`config.mk`:
```
export PLATFORM = sky130hd
export DESIGN_NAME = burst_tx_framer
export DESIGN_NICKNAME = d
export VERILOG_FILES = /design/src/rtl/btf_pkg.sv /design/src/rtl/btf_preamble.sv /design/src/rtl/btf_scrambler.sv /design/src/rtl/btf_seq.sv /design/src/rtl/burst_tx_framer.sv
export SDC_FILE = /design/constraint.sdc
export NUM_CORES = 1
export LEC_CHECK = 0
export CAP_MARGIN = 25
export CORE_UTILIZATION = 59
export DETAILED_ROUTE_END_ITERATION = 10
export HOLD_SLACK_MARGIN = 0.1
export PLACE_DENSITY = 0.93
export REMOVE_ABC_BUFFERS = 1
export SYNTH_ARGS = -nofsm -noshare
export SYNTH_HDL_FRONTEND = slang
export SYNTH_SLANG_ARGS = --single-unit
```
`constraint.sdc`:
```
create_clock -name clk -period 5.9 [get_ports clk]
set_input_delay 0.885 -clock clk [delete_from_list [all_inputs] [get_ports clk]]
set_output_delay 0.885 -clock clk [all_outputs]
set_load 0.1 [all_outputs]
```
`src/rtl/btf_pkg.sv`:
```
package btf_pkg;

  localparam int LFSR_W = 7;

  typedef enum logic [1:0] {
    ST_IDLE,
    ST_PRE,
    ST_PAY,
    ST_TAIL
  } btf_state_e;

  // Header pattern: pairs of ones then pairs of zeros.
  function automatic logic pre_pattern(input int unsigned idx);
    return ((idx % 4) < 2);
  endfunction

  // One step of the x^7 + x^6 + 1 generator, output taken from the top stage.
  function automatic logic [LFSR_W-1:0] lfsr_step(input logic [LFSR_W-1:0] s);
    return {s[LFSR_W-2:0], s[LFSR_W-1] ^ s[LFSR_W-2]};
  endfunction

endpackage

```
`src/rtl/btf_preamble.sv`:
```
module btf_preamble #(
  parameter int LEN_W   = 8,
  parameter int MIN_LEN = 16
) (
  input  logic             clk,
  input  logic             rst_n,
  input  logic             load,
  input  logic             adv,
  input  logic [LEN_W-1:0] len_req,
  output logic             pat_bit,
  output logic             done
);
  import btf_pkg::*;

  localparam logic [LEN_W-1:0] MIN_L = LEN_W'(MIN_LEN);

  function automatic logic [LEN_W-1:0] clamp_len(input logic [LEN_W-1:0] req);
    return (req < MIN_L) ? MIN_L : req;
  endfunction

  logic [LEN_W-1:0] eff_len;
  logic [LEN_W-1:0] cnt;

  always_ff @(posedge clk or negedge rst_n) begin
    if (!rst_n) begin
      eff_len <= MIN_L;
      cnt     <= '0;
    end else if (load) begin
      eff_len <= clamp_len(len_req);
      cnt     <= LEN_W'(1);
    end else if (adv) begin
      cnt <= cnt + LEN_W'(1);
    end
  end

  assign pat_bit = load ? pre_pattern(0) : pre_pattern(32'(cnt));
  assign done    = (cnt >= eff_len);

  p_min_len_r1: assert property (@(posedge clk) disable iff (!rst_n)
    done |-> (cnt >= MIN_L));
  p_cnt_bound_r1: assert property (@(posedge clk) disable iff (!rst_n)
    cnt <= eff_len);

endmodule

```
`src/rtl/btf_scrambler.sv`:
```
module btf_scrambler #(
  parameter logic [btf_pkg::LFSR_W-1:0] SEED = 7'h7F
) (
  input  logic clk,
  input  logic rst_n,
  input  logic load,
  input  logic adv,
  output logic key
);
  import btf_pkg::*;

  logic [LFSR_W-1:0] st;

  always_ff @(posedge clk or negedge rst_n) begin
    if (!rst_n)    st <= SEED;
    else if (load) st <= SEED;
    else if (adv)  st <= lfsr_step(st);
  end

  assign key = st[LFSR_W-1];

  p_nonzero_r3: assert property (@(posedge clk) disable iff (!rst_n)
    st != '0);
  p_seed_r4: assert property (@(posedge clk) disable iff (!rst_n)
    $past(load) |-> (st == SEED));
  p_hold_r4: assert property (@(posedge clk) disable iff (!rst_n)
    (!$past(load) && !$past(adv)) |-> $stable(st));

endmodule

```
`src/rtl/btf_seq.sv`:
```
module btf_seq (
  input  logic clk,
  input  logic rst_n,
  input  logic bit_stb,
  input  logic start,
  input  logic pre_done,
  input  logic pre_bit,
  input  logic key,
  input  logic in_valid,
  input  logic in_data,
  input  logic in_last,
  output logic in_ready,
  output logic begin_o,
  output logic pre_adv,
  output logic pay_adv,
  output logic tx_bit,
  output logic tx_en,
  output logic underrun
);
  import btf_pkg::*;

  btf_state_e state;
  logic       start_pend;
  logic [3:0] pre_hist;   // last header bits, for the pattern check

  logic pay_due, take, tail_w, pay_bit;

  assign begin_o  = (state == ST_IDLE) && bit_stb && (start || start_pend);
  assign pre_adv  = (state == ST_PRE) && bit_stb && !pre_done;
  assign pay_due  = bit_stb && (((state == ST_PRE) && pre_done) || (state == ST_PAY));
  assign take     = pay_due && in_valid;
  assign tail_w   = (state == ST_TAIL) && bit_stb;
  assign in_ready = take;
  assign pay_adv  = pay_due;
  assign pay_bit  = (in_valid & in_data) ^ key;

  always_ff @(posedge clk or negedge rst_n) begin
    if (!rst_n) begin
      state      <= ST_IDLE;
      start_pend <= 1'b0;
      tx_bit     <= 1'b0;
      tx_en      <= 1'b0;
      underrun   <= 1'b0;
      pre_hist   <= 4'b0000;
    end else begin
      if (state == ST_IDLE && start && !bit_stb) start_pend <= 1'b1;
      if (begin_o) begin
        state      <= ST_PRE;
        start_pend <= 1'b0;
        tx_en      <= 1'b1;
        tx_bit     <= pre_bit;
        underrun   <= 1'b0;
        pre_hist   <= {3'b000, pre_bit};
      end else if (pre_adv) begin
        tx_bit   <= pre_bit;
        pre_hist <= {pre_hist[2:0], pre_bit};
      end else if (pay_due) begin
        tx_bit <= pay_bit;
        if (!in_valid) underrun <= 1'b1;
        state <= (take && in_last) ? ST_TAIL : ST_PAY;
      end else if (tail_w) begin
        state    <= ST_IDLE;
        tx_en    <= 1'b0;
        tx_bit   <= 1'b0;
        underrun <= 1'b0;
      end
    end
  end

  p_stb_only_r5: assert property (@(posedge clk) disable iff (!rst_n)
    !$past(bit_stb) |-> ($stable(tx_bit) && $stable(tx_en)));
  p_ready_r6: assert property (@(posedge clk) disable iff (!rst_n)
    in_ready |-> (bit_stb && in_valid && (state == ST_PRE || state == ST_PAY)));
  p_no_1010_r2: assert property (@(posedge clk) disable iff (!rst_n)
    (state == ST_PRE) |-> (pre_hist != 4'b1010));
  p_first_one_r2: assert property (@(posedge clk) disable iff (!rst_n)
    $rose(tx_en) |-> tx_bit);
  p_rise_r7: assert property (@(posedge clk) disable iff (!rst_n)
    $rose(tx_en) |-> ($past(state) == ST_IDLE));
  p_fall_r7: assert property (@(posedge clk) disable iff (!rst_n)
    $fell(tx_en) |-> ($past(state) == ST_TAIL));
  p_ur_inside_r8: assert property (@(posedge clk) disable iff (!rst_n)
    underrun |-> tx_en);
  p_ur_sticky_r8: assert property (@(posedge clk) disable iff (!rst_n)
    ($past(underrun) && tx_en) |-> underrun);
  p_busy_start_r9: assert property (@(posedge clk) disable iff (!rst_n)
    (state != ST_IDLE) |-> !start_pend);

endmodule

```
`src/rtl/burst_tx_framer.sv`:
```
module burst_tx_framer #(
  parameter int                          LEN_W   = 8,
  parameter int                          MIN_PRE = 16,
  parameter logic [btf_pkg::LFSR_W-1:0]  SEED    = 7'h7F
) (
  input  logic             clk,
  input  logic             rst_n,
  input  logic             bit_stb,
  input  logic             start,
  input  logic [LEN_W-1:0] pre_len,
  input  logic             in_valid,
  input  logic             in_data,
  input  logic             in_last,
  output logic             in_ready,
  output logic             tx_bit,
  output logic             tx_en,
  output logic             underrun
);

  logic begin_w, pre_adv_w, pay_adv_w, pre_done_w, pre_bit_w, key_w;

  btf_preamble #(.LEN_W(LEN_W), .MIN_LEN(MIN_PRE)) u_pre (
    .clk(clk), .rst_n(rst_n), .load(begin_w), .adv(pre_adv_w),
    .len_req(pre_len), .pat_bit(pre_bit_w), .done(pre_done_w)
  );

  btf_scrambler #(.SEED(SEED)) u_scr (
    .clk(clk), .rst_n(rst_n), .load(begin_w), .adv(pay_adv_w), .key(key_w)
  );

  btf_seq u_seq (
    .clk(clk), .rst_n(rst_n), .bit_stb(bit_stb), .start(start),
    .pre_done(pre_done_w), .pre_bit(pre_bit_w), .key(key_w),
    .in_valid(in_valid), .in_data(in_data), .in_last(in_last),
    .in_ready(in_ready), .begin_o(begin_w), .pre_adv(pre_adv_w),
    .pay_adv(pay_adv_w), .tx_bit(tx_bit), .tx_en(tx_en), .underrun(underrun)
  );

  p_excl_r4: assert property (@(posedge clk) disable iff (!rst_n)
    !(pre_adv_w && pay_adv_w));

endmodule

```
## After elaboration in Yosys (flattened, before gate mapping)

Index checks and enable logic that the tools add are counted.

| word-level totals | value |
|---|---|
| bits in registers | 29 |
| bits of input ports | 15 |
| output and inout bits | 4 |
| word-level logic and storage cells | 70 |

| operators by class | value |
|---|---|
| add/sub/neg operators | 1 |
| $lt $le $gt $ge | 3 |
| equality and inequality tests | 6 |
| mux-type cells | 24 |
| bitwise operators | 3 |
| reduce and logical (&&, ||, !) cells | 25 |

Operators by type and width:

| operator | count |
|---|---|
| 8-bit 2-to-1 mux | 3 |
| 1-bit 2-to-1 mux | 15 |
| 7-bit 2-to-1 mux | 2 |
| 1-bit logical AND | 11 |
| 8-bit by 1-bit adder with 8-bit output, second input constant | 1 |
| 8-bit >= comparator | 1 |
| 8-bit by 5-bit < comparator with 1-bit output, second input constant | 1 |
| 2-bit 2-to-1 mux | 4 |
| 2-bit nonzero test | 4 |
| 3-bit AND reduction | 2 |
| 2-bit equality test, second input constant | 2 |
| 4-bit nonzero test | 1 |
| 3-bit inequality test, second input constant | 1 |
| 3-bit nonzero test | 1 |
| 2-bit by 1-bit equality test with 1-bit output, second input constant | 1 |
| 1-bit zero test | 2 |
| 2-bit zero test | 1 |
| 1-bit logical OR | 2 |
| 2-bit < comparator, second input constant | 1 |
| 2-bit by 1-bit inequality test with 1-bit output, second input constant | 1 |
| 2-bit inequality test, second input constant | 1 |
| 2-bit AND reduction | 1 |
| 1-bit XOR | 2 |
| 1-bit AND | 1 |

## Depth between registers and ports, before layout

Gate-level depths: netlist of the first run.

| depth | value |
|---|---|
| depth in word-level cells | 10 |
| mapped depth | 9 |
| mapped depth without buffers | 7 |

## Hierarchy

A second synthesis of the first run with hierarchy kept.

| second synthesis, totals | value |
|---|---|
| cell total of the unflattened synthesis | 164 |
| area total of the unflattened synthesis | 1,579.0 um^2 |

By module, submodules not included:

| module | instances | cells an instance | area each (um^2) | sequential area each (um^2) |
|---|---|---|---|---|
| btf_preamble | 1 | 93 | 893.4 | 401.6 |
| btf_seq | 1 | 47 | 384.1 | 150.1 |
| btf_scrambler | 1 | 24 | 301.5 | 183.9 |

## Least setup slack after synthesis of the first run

No wires, ideal clock.

| path | value |
|---|---|
| path kind | reg2out |
| start | register u_pre.eff_len[4] |
| end | output port in_ready |
| arrival | 2,666 ps |
| data required time | 5,015 ps |
| slack | 2,349 ps |
| stages on the path, launching flop included | 8 |
| buffers on the path | 1 |
| path through | dfstp_2 inv_1 ha_1 and4_2 and3_1 buf_6 o21ai_4 nor2_1 |

| between the ends | value |
|---|---|
| word-level cells in the longest chain between the ends | 5 |

Ends and longest elaborated chain:

| item | line | source |
|---|---|---|
| from (decl) | btf_preamble.sv:21 | `logic [LEN_W-1:0] eff_len;` |
| from (signal assigned) | btf_preamble.sv:29 | `eff_len <= clamp_len(len_req);` |
| 8-bit >= comparator | btf_preamble.sv:37 | `assign done = (cnt >= eff_len);` |
| 1-bit logical AND | btf_seq.sv:30 | `assign pay_due = bit_stb && (((state == ST_PRE) && pre_done) \|\| (state == ST_PAY));` |
| 1-bit logical OR | btf_seq.sv:30 |  |
| 1-bit logical AND | btf_seq.sv:30 |  |
| 1-bit logical AND | btf_seq.sv:31 | `assign take = pay_due && in_valid;` |
| to (decl) | burst_tx_framer.sv:14 | `output logic in_ready,` |

No other way between the ends.

## Final worst setup path of the first run

| path | value |
|---|---|
| start | register u_pre.cnt[0] |
| end | output port in_ready |

| between the ends | value |
|---|---|
| word-level cells in the longest chain between the ends | 5 |

Ends and longest elaborated chain:

| item | line | source |
|---|---|---|
| from (decl) | btf_preamble.sv:22 | `logic [LEN_W-1:0] cnt;` |
| from (signal assigned) | btf_preamble.sv:32 | `cnt <= cnt + LEN_W'(1);` |
| 8-bit >= comparator | btf_preamble.sv:37 |  |
| 1-bit logical AND | btf_seq.sv:30 |  |
| 1-bit logical OR | btf_seq.sv:30 |  |
| 1-bit logical AND | btf_seq.sv:30 |  |
| 1-bit logical AND | btf_seq.sv:31 |  |

No other way between the ends.

==> flow_summary.toml, run 1 <==
[min_path]
holdCritPathClass = "reg2reg"
holdPathStages = 2

[power_and_ir_drop]
p_leak_nw = 0.919
power_density_mw_per_mm2 = 454
total_power_mw = 0.851
peakVddDrop_mv = 0.366

[route]
vias = 1322
first_iter_violations = 28
drc = 0
routed_wl_um = 3380
drtAntennaViolNets = 0
vias_per_cell = 5.95
wl_per_cell_um = 15.2
drt_pass1_iterations = 5

[logic_synthesis]
synth-seq-area-share_pct = 45.3
async_flop_share_pct = 100
synth_top_flop_cell = "dfrtp_1"
synth_edf_count = 0
ys_types = 35
syn_inst = 170
ys_ff_latch = 29
ys_warn_count = 0
synth_area_mm2 = 0.00162
avgSynthCellArea_um2 = 9.55

[placed_design]
place_congestion = 0.859
dpl_cell_area_mm2 = 0.00182
place_inst = 214
post-place-ws_ns = 1.89
portBuffers = 18
hpwl_um = 2460

[clock_tree]
cts_tree = "yes"
cts_setup_buffers = 0
numCtsBuffers = 5
ctsHoldBuffers = 0
cts.path.max_buffers = 2
clkSinkCount = 29
cts_root_buffer = "clkbuf_4"
htree_levels = 2
cts_resized = 0
insertion_delay_ns = 0.34
path_clk_slew_ns = 0.09

[timing]
finalHoldWorstSlack_ns = 0.468
worstMarginPinSlew_ns = 0.959
setup_viol = 0
hold_viol_final = 0
slew_headroom_pct = 35.9
fin_ws_ns = 1.49
rsz0062_at_grt = "false"
skew_ns = 0.00932
slew_viol_final = 0
period_share_pct = 74.7
max_freq_mhz = 227
period_minus_slack_ns = 4.41
tns_ns = 0

[cells_and_area]
stdcell_area_mm2 = 0.00188
drive_gt1_share_pct = 10.4
nNetsFinal = 215
fill_cells = 188
antenna_cells = 0
layoutNonFillerInstCount = 222
syn2layout_area_growth_pct = 15.7
post-route-util_pct = 73.7

[worst_setup_path]
cp.required_ns = 5.02
cp-end-kind = "output pin"
path_class = "reg2out"
cp-start-kind = "flop"
cp.arrival_ns = 3.52
rr_worst_depth = 6
cp_max_fo = 14

[floorplan]
io_pins = 19
core_area_mm2 = 0.00254
die_y_um = 54.4
die_width_um = 54.4
start_util_pct = 63.8
fp-row-count = 18
die-area_mm2 = 0.00296

[grt]
grt_max_degree = 30
antenna_found_initial = 0
overflow = 0
grtUsageTotal_pct = 27.9
grt_pass1_vias = 1281
grt_pass1_wl_um = 5520

[run_status]
status = "complete, no violations"

[run]
drv_cap = 0
-- registers in the layout, summed over array words and instances, names as in the netlist --
register / flops
u_seq.tx_bit: 1
u_pre.cnt: 8
u_seq.underrun: 1
u_seq.state: 2
u_seq.tx_en: 1
u_seq.start_pend: 1
u_pre.eff_len: 8
u_scr.st: 7
-- cell families after synthesis --
kind of cell / count (synthesis) / synth area share (%)
AND/OR/NAND/NOR: 64 / 20.2
AO/OA/AOI/OAI: 30 / 12.6
flip-flops: 29 / 45.3
buffers and inverters: 24 / 6.48
multiplexers: 11 / 6.79
adder cells (fa/ha/maj): 9 / 6.94
XOR/XNOR: 3 / 1.62
-- power by group --
| part | internal [mW] | total (mW) | switching [mW] |
|---|---|---|---|
| combinational | 0.142 | 0.404 | 0.261 |
| clock | 0.0587 | 0.126 | 0.0672 |
| sequential | 0.271 | 0.322 | 0.0508 |
-- cell usage after synthesis, types with 3 or more instances --
cell	count	area, um2
nand3_1	11	55.1
inv_1	18	67.6
and3_1	4	25.0
dfstp_2	8	210
nor2_1	12	45.0
or4_1	4	30.0
dfrtp_1	21	526
o21ai_0	8	40.0
a21oi_1	7	35.0
nand2_1	17	63.8
nand2b_1	3	18.8
ha_1	9	113
o31ai_1	3	22.5
mux2i_1	11	110
clkbuf_1	4	15.0
nor3_1	3	15.0
a211oi_1	3	22.5
-- cell type report --
class                      instances  area, um2  area share (%)
inverter                          18       67.6            3.60
clock buffer                       8       58.8            3.13
tap                               30       37.5            2.00
timing repair buffer              20        195            10.4
sequential                        29        736            39.2
multi-input combinational        117        782            41.7
-- worst max-delay path: stages, from the launching register on --
cell and delay [ns]:
dfrtp_1 0.42, inv_1 0.09, ha_1 0.29, nand2b_4 0.13, a2111o_1 0.44, and3_1 0.33
o21ai_4 0.40, nor2_1 0.09, clkdlybuf4s50_1 0.98
-- worst paths after layout --
path / slack [ns] / end / startpoint
max in group asynchronous: 4.67 / u_scr.st[4]$_DFFE_PN1P_ / rst_n
setup reg to reg: 3.38 / u_pre.cnt[6]$_DFFE_PN0P_ / u_pre.cnt[7]$_DFFE_PN0P_
hold / removal: 0.47 / u_scr.st[5]$_DFFE_PN1P_ / u_scr.st[4]$_DFFE_PN1P_
hold reg to reg: 0.47 / u_scr.st[5]$_DFFE_PN1P_ / u_scr.st[4]$_DFFE_PN1P_
min in group asynchronous: 0.91 / u_seq.tx_en$_DFFE_PN0P_ / rst_n
setup / recovery: 1.49 / in_ready / u_pre.cnt[0]$_DFFE_PN0P_
-- layout by cell type, fill, tap and decap left out, types with 2 or more instances in the layout --
master and count:
a211oi_1 3, a21oi_1 7, and2_1 2, and3_1 4
buf_4 2, clkbuf_1 2, clkbuf_4 5, clkdlybuf4s50_1 18
dfrtp_1 21, dfstp_2 8, ha_1 9, inv_1 18
mux2i_1 11, nand2_1 17, nand2b_1 3, nand3_1 11
nand4_1 2, nor2_1 12, nor3_1 3, nor4_1 2
o21a_1 2, o21ai_0 8, o31ai_1 3, or4_1 4
xnor2_1 2
-- layer usage --
metal  track usage (%)  wire length, um  share of wire (%)
met1              31.7             1360                 40
met2              43.9             1690                 50
met3              10.8              227                6.7
met4              17.1              109                3.2
met5                 0                0                  0
(Power assumes the default switching activity.)
==> run 2: changes to the inputs <==
--- a/config.mk
+++ b/config.mk
@@ -6,10 +6,10 @@
 export NUM_CORES = 1
 export LEC_CHECK = 0
 export CAP_MARGIN = 25
-export CORE_UTILIZATION = 59
+export CORE_UTILIZATION = 55
 export DETAILED_ROUTE_END_ITERATION = 10
 export HOLD_SLACK_MARGIN = 0.1
-export PLACE_DENSITY = 0.93
+export PLACE_DENSITY = 0.89
 export REMOVE_ABC_BUFFERS = 1
 export SYNTH_ARGS = -nofsm -noshare
 export SYNTH_HDL_FRONTEND = slang
==> constraint.sdc (replaced) <==
create_clock -name clk -period 4.19 [get_ports clk]
set_input_delay 0.6285 -clock clk [delete_from_list [all_inputs] [get_ports clk]]
set_output_delay 0.6285 -clock clk [all_outputs]
set_load 0.1 [all_outputs]
==> flow_summary.toml, run 2 (same netlist as run 1, synthesis figures left out) <==
[cells_and_area]
antenna_cells = 0
final_cell_mix = "dfrtp_1 (21), inv_1 (18), nand2_1 (17), clkdlybuf4s50_1 (17), nor2_1 (12)"
nNetsFinal = 215
drive_gt1_share_pct = 11.0
mostFrequentLayoutCell = "dfrtp_1"
post-route-util_pct = 67.3
multi_input_area_um2 = 782
seqCellArea_um2 = 736
syn2layout_area_growth_pct = 15.3
fill_cells = 237
top_regs = "u_pre.cnt x8, u_pre.eff_len x8, u_scr.st x7"

[worst_setup_path]
cp_num_buf_inv = 2
slowest_delay_ns = 0.43
reg2reg_from = "u_pre.cnt[0]$_DFFE_PN0P_"
critical_path.top_delay_family = "compound AO/OA/AOI/OAI gates"
rrSetupSlack_ns = 1.66
path_cells = "inv_1 -> ha_1 -> nand2b_4 -> a2111o_1 -> and3_1 -> o21ai_4 -> nor2_1 -> buf_4"
cp-start-kind = "flop"
rr_worst_depth = 7
cp_max_fo = 14
path_class = "reg2out"
cp.required_ns = 3.56
cp.arrival_ns = 2.71
cp-end-kind = "output pin"
cp_slowest_cell = "a2111o_1"
startpoint = "u_pre.cnt[0]$_DFFE_PN0P_"
r2r-end = "u_pre.cnt[6]$_DFFE_PN0P_"
crit_path_end = "in_ready"
path_depth = 8

[route]
drc = 0
vias_per_cell = 5.91
wl_per_cell_um = 14.1
vias = 1313
routed_wl_um = 3140
drt_pass1_iterations = 4
first_iter_violations = 31
drtAntennaViolNets = 0

[placed_design]
place_congestion = 0.918
hpwl_um = 2310
portBuffers = 18

[timing]
hold_viol_final = 0
rsz0062_at_grt = "false"
slew_viol_final = 0
setup_viol = 0
skew_ns = 0.00827
period_minus_slack_ns = 3.34
max_freq_mhz = 299
slew_headroom_pct = 35.4
worstMarginPinSlew_ns = 0.966
period_share_pct = 79.7
tns_ns = 0

[grt]
grt_max_degree = 25
overflow = 0
grt_pass1_vias = 1281
antenna_found_initial = 0
grt_pass1_wl_um = 5670
grtUsageTotal_pct = 23.8

[clock_tree]
cts_setup_buffers = 0
htree_levels = 2
clkSinkCount = 29
cts_tree = "yes"
insertion_delay_ns = 0.33
cts_resized = 0
cts.path.max_buffers = 2
ctsHoldBuffers = 0
path_clk_slew_ns = 0.09
numCtsBuffers = 5
cts_root_buffer = "clkbuf_4"

[floorplan]
fp-row-count = 19
die-area_mm2 = 0.00317
core_area_mm2 = 0.00278
start_util_pct = 58.3
io_pins = 19
die_width_um = 56.3
die_y_um = 56.3

[power_and_ir_drop]
peakVddDrop_mv = 0.499
power_density_mw_per_mm2 = 632
p_leak_nw = 0.920
total_power_mw = 1.18

[min_path]
holdCritPathClass = "reg2reg"
min_from = "u_scr.st[2]$_DFFE_PN1P_"

[run]
drv_cap = 0

[run_status]
status = "complete, no violations"
-- run 2: worst register-to-register path, delay by kind of cell, from the launching register on --
kind	cells	cell delay [ns]
adder cells (fa/ha/maj)	1	0.30
AO/OA/AOI/OAI	1	0.43
AND/OR/NAND/NOR	3	0.96
multiplexers	1	0.26
buffers and inverters	1	0.09
flip-flops	1	0.40
-- run 2: per-stage QoR --
stage	hold slack, ns	setup WS (ns)	instance area, um2	std cells
after detailed placement	0.461	1.20	1820	215
after global placement	0.448	1.29	1820	215
final	0.468	0.851	1870	222
after global routing	0.484	0.613	1870	222
after floorplan	0.333	0.708	1590	164
after CTS	0.471	0.823	1870	222
-- run 2: worst min-delay path by stage --
stage,end,cells after the start,slack (ns)
after floorplan,u_pre.cnt[0]$_DFFE_PN0P_,0,0.33
after global placement,u_scr.st[5]$_DFFE_PN1P_,2,0.45
after detailed placement,u_scr.st[3]$_DFFE_PN1P_,2,0.46
after CTS,u_scr.st[5]$_DFFE_PN1P_,2,0.47
after global routing,u_scr.st[3]$_DFFE_PN1P_,2,0.48
final,u_scr.st[3]$_DFFE_PN1P_,2,0.47
-- run 2: area by class of cell --
type                       count  area share, %
clock buffer                   7           2.94
inverter                      18           3.61
multi-input combinational    117           41.8
sequential                    29           39.3
tap                           31           2.07
timing repair buffer          20           10.3
-- run 2: metal layers --
metal  routed length [um]  GRT usage, %  vias to the layer above
li1                     -             -                      638
met1                 1370          29.9                      629
met2                 1520          36.7                       37
met3                  168          5.99                        9
met4                   81          14.6                        0
met5                    0             0                        -
-- run 2: power by group --
group / internal [mW] / total (mW) / switching, mW / leakage, nW
clock network: 0.0791 / 0.173 / 0.0941 / 0.0314
logic: 0.200 / 0.559 / 0.358 / 0.538
registers: 0.382 / 0.451 / 0.0694 / 0.351
==> run 3: changes to the inputs <==
--- a/config.mk
+++ b/config.mk
@@ -6,10 +6,10 @@
 export NUM_CORES = 1
 export LEC_CHECK = 0
 export CAP_MARGIN = 25
-export CORE_UTILIZATION = 55
+export CORE_UTILIZATION = 50
 export DETAILED_ROUTE_END_ITERATION = 10
 export HOLD_SLACK_MARGIN = 0.1
-export PLACE_DENSITY = 0.89
+export PLACE_DENSITY = 0.85
 export REMOVE_ABC_BUFFERS = 1
 export SYNTH_ARGS = -nofsm -noshare
 export SYNTH_HDL_FRONTEND = slang
==> constraint.sdc (replaced) <==
create_clock -name clk -period 2.9 [get_ports clk]
set_input_delay 0.435 -clock clk [delete_from_list [all_inputs] [get_ports clk]]
set_output_delay 0.435 -clock clk [all_outputs]
set_load 0.1 [all_outputs]
==> flow_summary.toml, run 3 (same netlist as run 1, synthesis figures left out) <==
[run_status]
status = "complete, no violations"

[placed_design]
post-place-ws_ns = 0.347
place_inst = 229
place_congestion = 0.808
hpwl_um = 2420
portBuffers = 18

[cells_and_area]
mostFrequentLayoutCell = "dfrtp_1"
drive_gt1_share_pct = 13.0
nNetsFinal = 216
post-route-util_pct = 61.7
layoutNonFillerInstCount = 237
syn2layout_area_growth_pct = 17.0
fill_cells = 267
final_cell_mix = "dfrtp_1 (21), inv_1 (18), nand2_1 (17)"
antenna_cells = 0
top_regs = "u_pre.cnt x8, u_pre.eff_len x8, u_scr.st x7"

[timing]
skew_ns = 0.0225
fin_ws_ns = 0.137
slew_viol_final = 0
setup_viol = 0
period_minus_slack_ns = 2.76
slew_headroom_pct = 59.9
max_freq_mhz = 362
rsz0062_at_grt = "false"
tns_ns = 0
worstMarginPinSlew_ns = 0.595
hold_viol_final = 0
period_share_pct = 95.3

[clock_tree]
insertion_delay_ns = 0.35
numCtsBuffers = 5
cts.path.max_buffers = 2
clkSinkCount = 29
cts_tree = "yes"
htree_levels = 2
path_clk_slew_ns = 0.11
cts_root_buffer = "clkbuf_4"

[worst_setup_path]
cp-end-kind = "output pin"
path_class = "reg2out"
cp.required_ns = 2.47
cp_num_buf_inv = 2
cp_slowest_cell = "a2111o_1"
cp-start-kind = "flop"
slowest_delay_ns = 0.45
path_cells = "inv_1 -> ha_1 -> nand2b_4 -> a2111o_1 -> and3_4 -> o21ai_4 -> nor2_1 -> buf_12"
cp.arrival_ns = 2.33
critical_path.top_delay_family = "compound AO/OA/AOI/OAI gates"
cp_max_fo = 14

[grt]
grt_pass1_vias = 1265
grt_max_degree = 30
antenna_found_initial = 0
grt_pass1_wl_um = 5750
overflow = 0
grtUsageTotal_pct = 22.8

[route]
vias = 1320
top_layer = "met4"
drt_pass1_iterations = 5
wl_met1_um = 1490
drtAntennaViolNets = 0
wl_met2_um = 1650
routed_wl_um = 3360
drc = 0
wl_met3_um = 157
first_iter_violations = 42
vias_per_cell = 5.57
wl_per_cell_um = 14.2

[power_and_ir_drop]
total_power_mw = 1.71
peakVddDrop_mv = 0.414
power_density_mw_per_mm2 = 903
p_leak_nw = 0.923

[floorplan]
die_width_um = 59.0
die_y_um = 59.0
core_area_mm2 = 0.00308
io_pins = 19
fp-row-count = 20
die-area_mm2 = 0.00348
start_util_pct = 52.7

[min_path]
holdCritPathClass = "in2async"

[run]
drv_cap = 0
-- run 3: worst paths after layout --
| path | start | end | slack [ns] | cells after the start |
|---|---|---|---|---|
| min in group clk | u_scr.st[3]$_DFFE_PN1P_ | u_scr.st[4]$_DFFE_PN1P_ | 0.47 | 2 |
| max in group asynchronous | rst_n | u_scr.st[3]$_DFFE_PN1P_ | 2.11 | 2 |
| worst min-delay path | rst_n | u_seq.start_pend$_DFFE_PN0P_ | 0.46 | 2 |
| worst max register to register | u_pre.cnt[7]$_DFFE_PN0P_ | u_pre.cnt[4]$_DFFE_PN0P_ | 0.38 | 6 |
| worst min register to register | u_scr.st[3]$_DFFE_PN1P_ | u_scr.st[4]$_DFFE_PN1P_ | 0.47 | 2 |
| worst max-delay path | u_pre.cnt[0]$_DFFE_PN0P_ | in_ready | 0.14 | 8 |
-- run 3: worst register-to-register path, stage by stage, from the launching register on --
cell,delay [ns]
dfrtp_1,0.42
ha_1,0.35
a211oi_1,0.29
and3_1,0.28
nand3_1,0.35
nor4_1,0.49
mux2i_1,0.25
-- run 3: final cells by class --
type	count	area [um2]	share of cell area (%)
Clock buffer	8	48.8	2.57
Inverter	18	67.6	3.56
Multi-Input combinational cell	117	787	41.4
Sequential cell	29	736	38.7
Tap cell	44	55.1	2.90
Timing Repair Buffer	21	205	10.8
-- run 3: routing by layer --
metal,vias to the layer above,track usage [%]
li1,643,-
met1,640,28.4
met2,32,35.7
met5,-,0
met3,5,7.86
met4,0,10.5
-- run 3: metrics by stage --
step	instance area, um2	hold slack [ns]
after floorplan	1590	0.139
after global placement	1850	0.447
after detailed placement	1850	0.453
after CTS	1900	0.461
after global routing	1900	0.491
final	1900	0.461
-- run 3: timing repair --
action | 4_1_cts | 5_1_grt
resized for setup | 1 | 1
buffers inserted | 0 | 0
endpoints found under the setup margin | 1 | 1
hold endpoints to repair | 0 | 0
hold buffers | 0 | 0
-- run 3: power by group --
part	internal (mW)	leakage (nW)	switching, mW
clock network	0.0964	0.0265	0.144
registers	0.551	0.351	0.0996
logic	0.292	0.546	0.532
